<file path="src/rtl/fsk_pkg.sv">
`timescale 1ns/1ps
package fsk_pkg;
  localparam int PHASE_W  = 16;
  localparam int LUT_AW   = 6;
  localparam int SAMPLE_W = 8;
  localparam int BAUD_W   = 16;
  localparam int PAT_LEN  = 12;

  localparam logic [BAUD_W-1:0] BAUD_INC = 16'd627;

  typedef struct packed {
    logic [PHASE_W-1:0] space;
    logic [PHASE_W-1:0] mark;
  } tone_pair_t;

  localparam tone_pair_t ANS_TONES = '{space: 16'd4230, mark: 16'd4648};
  localparam tone_pair_t ORG_TONES = '{space: 16'd2235, mark: 16'd2653};

  // bit 0 is sent first
  localparam logic [PAT_LEN-1:0] LOOP_SEQ = 12'b0001_1100_1101;

  function automatic logic [PHASE_W-1:0] tone_word(input logic answer, input logic mark);
    tone_pair_t p;
    p = answer ? ANS_TONES : ORG_TONES;
    return mark ? p.mark : p.space;
  endfunction
endpackage

</file>
<file path="src/rtl/fsk_accum.sv">
`timescale 1ns/1ps
module fsk_accum #(
  parameter int W     = 16,
  parameter int OUT_W = 6
) (
  input  logic             clk_i,
  input  logic             rst_ni,
  input  logic             en_i,
  input  logic [W-1:0]     inc_i,
  output logic [OUT_W-1:0] acc_o,
  output logic             wrap_o
);
  logic [W-1:0] acc_q;
  logic [W:0]   sum;

  assign sum    = {1'b0, acc_q} + {1'b0, inc_i};
  assign wrap_o = sum[W];
  assign acc_o  = acc_q[W-1 -: OUT_W];

  always_ff @(posedge clk_i or negedge rst_ni) begin
    if (!rst_ni)   acc_q <= '0;
    else if (en_i) acc_q <= sum[W-1:0];
  end

  assert_acc_hold_R6: assert property (@(posedge clk_i) disable iff (!rst_ni)
    !en_i |=> $stable(acc_q));

  assert_wrap_below_inc_R4: assert property (@(posedge clk_i) disable iff (!rst_ni)
    (en_i && wrap_o) |=> (acc_q < $past(inc_i)));
endmodule

</file>
<file path="src/rtl/fsk_sine_rom.sv">
`timescale 1ns/1ps
module fsk_sine_rom
  import fsk_pkg::*;
(
  input  logic [LUT_AW-1:0]   idx_i,
  output logic [SAMPLE_W-1:0] val_o
);
  logic [4:0]          qk;
  logic [SAMPLE_W-1:0] qv;

  // quarter-wave fold: 17 stored points cover all 64 indices
  function automatic logic [SAMPLE_W-1:0] quarter(input logic [4:0] k);
    case (k)
      5'd0:  return 8'd128;
      5'd1:  return 8'd140;
      5'd2:  return 8'd153;
      5'd3:  return 8'd165;
      5'd4:  return 8'd177;
      5'd5:  return 8'd188;
      5'd6:  return 8'd199;
      5'd7:  return 8'd209;
      5'd8:  return 8'd218;
      5'd9:  return 8'd226;
      5'd10: return 8'd234;
      5'd11: return 8'd240;
      5'd12: return 8'd245;
      5'd13: return 8'd250;
      5'd14: return 8'd253;
      5'd15: return 8'd254;
      5'd16: return 8'd255;
      default: return 8'd128;
    endcase
  endfunction

  assign qk    = idx_i[4] ? (5'd16 - {1'b0, idx_i[3:0]}) : {1'b0, idx_i[3:0]};
  assign qv    = quarter(qk);
  assign val_o = idx_i[5] ? (~qv + 8'd1) : qv;
endmodule

</file>
<file path="src/rtl/fsk_bit_pattern.sv">
`timescale 1ns/1ps
module fsk_bit_pattern #(
  parameter int             LEN = 12,
  parameter logic [LEN-1:0] SEQ = '0
) (
  input  logic clk_i,
  input  logic rst_ni,
  input  logic adv_i,
  output logic bit_o
);
  localparam int IW = $clog2(LEN);

  logic [IW-1:0] idx_q;
  logic          bit_q;

  always_ff @(posedge clk_i or negedge rst_ni) begin
    if (!rst_ni) begin
      idx_q <= '0;
      bit_q <= 1'b1;
    end else if (adv_i) begin
      bit_q <= SEQ[idx_q];
      idx_q <= (idx_q == IW'(LEN - 1)) ? '0 : idx_q + 1'b1;
    end
  end

  assign bit_o = bit_q;

  assert_idx_range_R5: assert property (@(posedge clk_i) disable iff (!rst_ni)
    int'(idx_q) < LEN);

  assert_bit_only_on_adv_R5: assert property (@(posedge clk_i) disable iff (!rst_ni)
    !$stable(bit_q) |-> $past(adv_i));
endmodule

</file>
<file path="src/rtl/fsk_dds_modulator.sv">
`timescale 1ns/1ps
module fsk_dds_modulator
  import fsk_pkg::*;
(
  input  logic                clk_i,
  input  logic                rst_ni,
  input  logic                tick_i,
  input  logic                answer_mode_i,
  output logic [SAMPLE_W-1:0] sample_o,
  output logic                baud_stb_o,
  output logic                data_bit_o
);
  logic [PHASE_W-1:0]  word;
  logic [LUT_AW-1:0]   lut_idx;
  logic [SAMPLE_W-1:0] lut_val;
  logic                phase_wrap;
  logic                baud_wrap;
  logic                baud_msb;
  logic                baud_hit;
  logic [SAMPLE_W-1:0] sample_q;
  logic                stb_q;

  assign word     = tone_word(answer_mode_i, data_bit_o);
  assign baud_hit = tick_i & baud_wrap;

  fsk_accum #(.W(PHASE_W), .OUT_W(LUT_AW)) u_phase (
    .clk_i (clk_i), .rst_ni (rst_ni), .en_i (tick_i),
    .inc_i (word), .acc_o (lut_idx), .wrap_o (phase_wrap)
  );

  fsk_accum #(.W(BAUD_W), .OUT_W(1)) u_baud (
    .clk_i (clk_i), .rst_ni (rst_ni), .en_i (tick_i),
    .inc_i (BAUD_INC), .acc_o (baud_msb), .wrap_o (baud_wrap)
  );

  fsk_sine_rom u_rom (.idx_i (lut_idx), .val_o (lut_val));

  fsk_bit_pattern #(.LEN(PAT_LEN), .SEQ(LOOP_SEQ)) u_pat (
    .clk_i (clk_i), .rst_ni (rst_ni), .adv_i (baud_hit), .bit_o (data_bit_o)
  );

  // sample uses phase before this tick's increment
  always_ff @(posedge clk_i or negedge rst_ni) begin
    if (!rst_ni) begin
      sample_q <= 8'd128;
      stb_q    <= 1'b0;
    end else begin
      stb_q <= baud_hit;
      if (tick_i) sample_q <= lut_val;
    end
  end

  assign sample_o   = sample_q;
  assign baud_stb_o = stb_q;

  assert_stb_single_R4: assert property (@(posedge clk_i) disable iff (!rst_ni)
    baud_stb_o |=> !baud_stb_o);

  assert_stb_after_wrap_R4: assert property (@(posedge clk_i) disable iff (!rst_ni)
    baud_stb_o |-> !baud_msb);

  assert_data_with_stb_R5: assert property (@(posedge clk_i) disable iff (!rst_ni)
    !$stable(data_bit_o) |-> baud_stb_o);

  assert_hold_no_tick_R6: assert property (@(posedge clk_i) disable iff (!rst_ni)
    !tick_i |=> ($stable(sample_o) && !baud_stb_o));

  assert_sample_nonzero_R2: assert property (@(posedge clk_i) disable iff (!rst_ni)
    sample_o != '0);

  assert_phase_wrap_needs_tick_R3: assert property (@(posedge clk_i) disable iff (!rst_ni)
    (phase_wrap && !tick_i) |=> $stable(sample_o));
endmodule

</file>
<file path="config.mk">
export PLATFORM = sky130hd
export DESIGN_NAME = fsk_dds_modulator
export DESIGN_NICKNAME = d
export VERILOG_FILES = /design/src/rtl/fsk_pkg.sv /design/src/rtl/fsk_accum.sv /design/src/rtl/fsk_sine_rom.sv /design/src/rtl/fsk_bit_pattern.sv /design/src/rtl/fsk_dds_modulator.sv
export SDC_FILE = /design/constraint.sdc
export NUM_CORES = 1
export LEC_CHECK = 0
export BUFFER_PORTS_ARGS = -buffer_cell sky130_fd_sc_hd__buf_2
export CAP_MARGIN = 20
export CORE_MARGIN = 4
export CORE_UTILIZATION = 60
export CTS_CLUSTER_DIAMETER = 50
export DETAILED_ROUTE_END_ITERATION = 12
export HOLD_SLACK_MARGIN = 0.08
export PLACE_DENSITY = 0.81
export SYNTH_ARGS = -nofsm -noshare
export SYNTH_HDL_FRONTEND = slang
export SYNTH_SLANG_ARGS = --single-unit
</file>
<file path="constraint.sdc">
create_clock -name clk_i -period 5.8 [get_ports clk_i]
set_input_delay 0.29 -clock clk_i [delete_from_list [all_inputs] [get_ports clk_i]]
set_output_delay 0.29 -clock clk_i [all_outputs]
set_load 0.01 [all_outputs]
</file>
# After elaboration in Yosys (flattened, before gate mapping)
# Memory sizes are Yosys's and may differ from the RTL's. A register that Yosys moved wholly into a read port is not among the register bits.
# Index checks and enable logic that the tools add are counted.
word_totals:
  regBits: 45
  latch_bits: 0
  mem_bits_rw: 0
  romBits: 240
  word_cells: 21
  n_memories: 2
classes:
  add_sub_neg: 5
  n_mul: 0
  div: 0
  n_lt_le_gt_ge: 0
  eq_ne: 1
  n_shift: 0
  mux: 5
  n_bitwise: 2
  n_reduce_logical: 1
mem_list:
  columns: ["name", "depth", "word_bits", "rd", "rd_clocked_by_memory_dff", "write_ports", "line_no", "text"]
  rows:
  - ["(no name shown)", 32, 7, 1, 0, 0, "fsk_sine_rom.sv:13", "case (k)"]
  - ["(no name shown)", 16, 1, 1, 1, 0, "fsk_bit_pattern.sv:21", "bit_q <= SEQ[idx_q];"]
ops:
  columns: ["operator", "count"]
  rows:
  - ["$mux W29", 1]
  - ["$add A16 B10 Y17 const B", 1]
  - ["$add A16 B16 Y16", 1]
  - ["$mux W16", 1]
  - ["$add A8 B1 Y8 const B", 1]
  - ["$mux W8", 1]
  - ["$not A8 Y8", 1]
  - ["$mux W5", 1]
  - ["$sub A5 B4 Y5 const A", 1]
  - ["$add A4 B1 Y4 const B", 1]
  - ["$eq A4 B4 Y1 const B", 1]
  - ["$mux W4", 1]
  - ["$and A1 B1 Y1", 1]
  - ["$logic_not A1 Y1", 1]

# Logic depth before layout (Yosys ltp)
# An unclocked memory read counts as a cell.
depth:
  depth_word: 6
  mapped_depth: 14
  ltp_nobuf: 14

# By module
# A second synthesis with hierarchy kept.
unflattened:
  cells_unflattened: 479
  hier_area_um2: 4320.4
modules_own_cells:
  columns: ["module", "n_inst", "cells_per_inst", "area_each_um2"]
  rows:
  - ["fsk_accum at u_phase", 1, 164, 1451.4]
  - ["fsk_accum at u_baud", 1, 159, 1405.1]
  - ["fsk_sine_rom", 1, 99, 762.0]
  - ["fsk_dds_modulator", 1, 27, 412.9]
  - ["fsk_bit_pattern", 1, 30, 289.0]

# Least setup slack after synthesis
# No wires, ideal clock.
synth_timing:
  kind: "reg2reg"
  startpoint: "register u_phase.acc_q[10]"
  endpoint: "register sample_q[1], in the netlist sample_o[1]"
  setup_ns: 0.125
  arrival_ns: 2.732
  required_time_ns: 5.675
  slack_ns: 2.944
  stages_incl_launch_ff: 15
  synth_period_minus_slack_ns: 2.856
  cell_sequence: "dfrtp_1 > inv_1 > ha_1 > nand2_1 > o21ai_1 > inv_1 > ha_1 > nor2b_1 > mux2i_1 > o32ai_1 > a2bb2oi_1 > ha_1 > nand2_1 > o21ai_0 > mux2_2"
synth_via:
  elab_chain_len: 6
synth_rtl:
  columns: ["item", "line_no", "text"]
  rows:
  - ["start: declaration", "fsk_accum.sv:13", "logic [W-1:0] acc_q;"]
  - ["start signal: assignment", "fsk_accum.sv:22", "else if (en_i) acc_q <= sum[W-1:0];"]
  - ["$sub A5 B4 Y5", "fsk_sine_rom.sv:35", "assign qk = idx_i[4] ? (5'd16 - {1'b0, idx_i[3:0]}) : {1'b0, idx_i[3:0]};"]
  - ["$mux W5 *", "fsk_sine_rom.sv:35", null]
  - ["$mem_v2 Z32 W7 *", null, null]
  - ["$not A8 Y8", "fsk_sine_rom.sv:37", "assign val_o = idx_i[5] ? (~qv + 8'd1) : qv;"]
  - ["$add A8 B1 Y8", "fsk_sine_rom.sv:37", null]
  - ["$mux W8 *", "fsk_sine_rom.sv:37", null]
  - ["end signal: assignment", "fsk_dds_modulator.sv:49", "if (tick_i) sample_q <= lut_val;"]
  - ["end: declaration", "fsk_dds_modulator.sv:20", "logic [SAMPLE_W-1:0] sample_q;"]
# Every way passes the cells marked *; elsewhere a longest branch is shown, timed or not.
# A chain may end at the register's enable or synchronous reset.

# Worst setup path in the final report
# Same ends and word-level chain as after synthesis.

==> run metrics <==
H-tree Lvls=2; CP Capture Type=flip-flop; switching share of power=45.2%; maximum VDD drop=0.301 mV; critical path type=reg -> reg; Vias per Instance=5.74; largest family of logic cells by synthesized area=compound AO/OA/AOI/OAI gates; RSZ-0062 raised after global routing=no; Cell Chain, Critical Path=inv_1 > ha_1 > nand2_1 > o21ai_1 > inv_1 > ha_1 > nor2b_1 > mux2i_1 > o32ai_1 > a2bb2oi_1 > ha_1 > nand2_1 > o21ai_0 > mux2_2; Ports=14; CTS sink cnt=46; met3 routed wirelength=142 um; cts bufs inserted=5; DR vias=2361; Routed WL=5.90 mm; std cell rows=26; FF+latch count, synth=46; worst-path fanout max=9; initial antenna violation count=0; most used cell, CP=ha_1; status=completed; Post-synth EDFFs=0; RePlAce Congestion=0.861; Least-Margin Pin Slew=1.02 ns; met2 routed WL=2.98 mm; Crit-path slowest cell=dfrtp_1; grt ovf=0; sequential area share after synthesis=36.4%; vias in the first global route=2315; antenna-violating nets left=0; Synth Area in Compound Gates=17.1%; Final Instance Area=0.00335 mm^2; Yosys cell types=63; Reg power frac=29.0%; adder-cell share of the synthesized area=10.1%; postcts setup bufs=0; cell type with the largest total area after synthesis=dfrtp_1; largest net degree at the start of global routing=47; setup TNS=0 ns; max layer used=met4; nets=369; final hold vios=0; hold_buf cts=0; Synth Area in Simple Gates=15.8%; first-pass GRT wire length=10.5 mm; Port-buffer cells=13; syn nets=360; Root Buffer=clkbuf_8; maximum clock frequency=0.299 GHz; fin crit period=3.34 ns; # diodes=0; CTS resizes=0; top cells by area, synth=dfrtp_1 35%, ha_1 9.5%, xnor2_1 5.5%; Slew headroom=32.3%; cells after synthesis=331; Post-Layout Cell Count=411; Clock Latency Late Sink=0.29 ns; Leakage=1.52 nW; Clock Pin Slew Worst Setup and Hold Paths=0.09 ns; die height=80.7 um; XOR/XNOR share of the synthesized area=9.80%; pwr/cell area=651 mW/mm^2; DP HPWL=4.34 mm; startpoint types=flip-flop; core outline area=0.00511 mm^2; CP required=5.99 ns; 1st-pass router iterations=4; syn_area_per_cell=9.57 um^2; initial drt markers=99; P&R area growth vs syn=5.81%; total power=2.18 mW; layout cell share with drive strength beyond 1=13.5%; Setup Viol. Count Final=0; Worst Hold Class=in -> async; Main synth FF type=dfrtp_1; share of the synthesized area in the top cell type=34.8%; max-slew violation count=0; mapped cell area=0.00317 mm^2; Initial Util=62.0%; Syn. warnings=0; routed len/inst=14.3 um; mux cell area share after synthesis=6.32%; DRC=0; die area=0.00650 mm^2; Comb power frac=62.3%; Placed Cells=403; DP Area=0.00326 mm^2; Switch Pwr=987 uW; Worst path max stage delay=0.54 ns; CP arrival=3.53 ns; clock share of power=8.7%; Post-Route M1 WL=2.72 mm; maximum clock path buffer count=2; die width=80.7 um; Int Power=1.19 mW; FFs w/ async S/R, synth=100%; Worst Skew=0.00563 ns; CTS tree=done; reg-to-reg slack, setup=2.46 ns; final core utilization=65.6%; number of max-cap violations=0; Final Cycle Share=57.6%; All-Layer GR Usage=20.3%
[cell usage after synthesis (2+ instances only)]
cell / n
nor2b_1: 6
o21ai_0: 12
nor3_1: 5
dfstp_2: 2
nand4_1: 3
mux2i_1: 8
ha_1: 24
or3_1: 2
nand3_1: 8
and3_1: 3
inv_1: 21
o211ai_1: 6
a21oi_1: 16
nand3b_1: 2
dfrtp_1: 44
xor2_1: 8
buf_2: 2
and2_1: 3
a31oi_1: 5
mux2_2: 8
nor2_1: 27
clkbuf_1: 6
nand2b_1: 9
xnor2_1: 20
o22ai_1: 3
a22oi_1: 2
xnor2_2: 3
a22o_1: 2
o21ai_1: 2
mux2_4: 2
a211o_1: 3
nand2_1: 26
a21o_1: 4
o21a_1: 5
[logic make-up after synthesis]
family | after synthesis
flip-flops | 46
AND/OR/NAND/NOR | 100
adder cells (fa/ha/maj) | 25
multiplexers | 18
buffers and inverters | 33
AO/OA/AOI/OAI | 77
XOR/XNOR | 32
[metal layers]
metal  GRT usage [%]  vias up
met5               0        -
met4            4.56        0
met3            3.59        7
met2            35.3       28
met1            26.2     1157
li1                -     1169
[placed cells by master (no fill, tap or decap), drive strengths merged, types with 2 or more instances in the layout]
master  count
dfrtp      44
nor2       28
nand2      26
ha         24
xnor2      23
inv        22
a21oi      17
o21ai      14
buf        13
mux2       10
nand2b      9
xor2        9
mux2i       8
nand3       8
nor2b       6
o211ai      6
clkbuf      6
o21a        5
nor3        5
a31oi       5
a21o        4
o22ai       3
and3        3
and2        3
a211o       3
nand4       3
a22o        2
nand3b      2
a22oi       2
or3         2
dfstp       2
o31ai       2
a21boi      2
clkinv      2
[sequential cells by signal (all words and copies together), names as in the netlist]
name / cells
u_pat.bit_o: 1
sample_o: 8
baud_stb_o: 1
u_phase.acc_q: 16
u_baud.acc_q: 16
u_pat.idx_q: 4
[path summary, 6_finish.rpt]
check,startpoint,to,cells past startpoint
min in group clk_i,u_baud.acc_q[15],u_baud.acc_q[15],1
max in group asynchronous,rst_ni,u_phase.acc_q[13],1
hold / removal,rst_ni,sample_o[5],1
hold reg to reg,u_baud.acc_q[15],u_baud.acc_q[15],1
setup reg to reg,u_phase.acc_q[10],sample_o[1],14
setup / recovery,u_phase.acc_q[10],sample_o[1],14
[stage by stage]
stage	setup slack, ns	hold WS, ns
after floorplan	2.94	-0.00559
after global placement	2.64	0.457
after detailed placement	2.48	0.458
after CTS	2.46	0.205
after global routing	2.13	0.215
final	2.46	0.162
[worst max-delay path, delay by kind of cell (launching register included)]
kind            cells  cell delay (ns)
buf+inv             2             0.37
mux                 2             0.42
compound gates      4             0.74
simple gates        3             0.27
fa+ha+maj           3             0.90
flops               1             0.54
[power groups by stage]
stage                     Clock, mW  Combinational [mW]  Sequential [mW]
after CTS                     0.197                1.36            0.632
after global placement            0                1.30            0.630
after detailed placement          0                1.35            0.638
after global routing          0.210                1.52            0.655
final                         0.190                1.36            0.633
after floorplan                   0                1.15            0.579
[area by class of cell]
| class | count | area, um^2 |
|---|---|---|
| Multi-Input combinational cell | 252 | 1880 |
| Fill cell | 434 | 1760 |
| Sequential cell | 46 | 1150 |
| Tap cell | 70 | 87.6 |
| Inverter | 22 | 82.6 |
| Clock buffer | 6 | 72.6 |
| Timing Repair Buffer | 13 | 65.1 |
| Clock inverter | 2 | 13.8 |
Power figures use the tool's default switching activity.
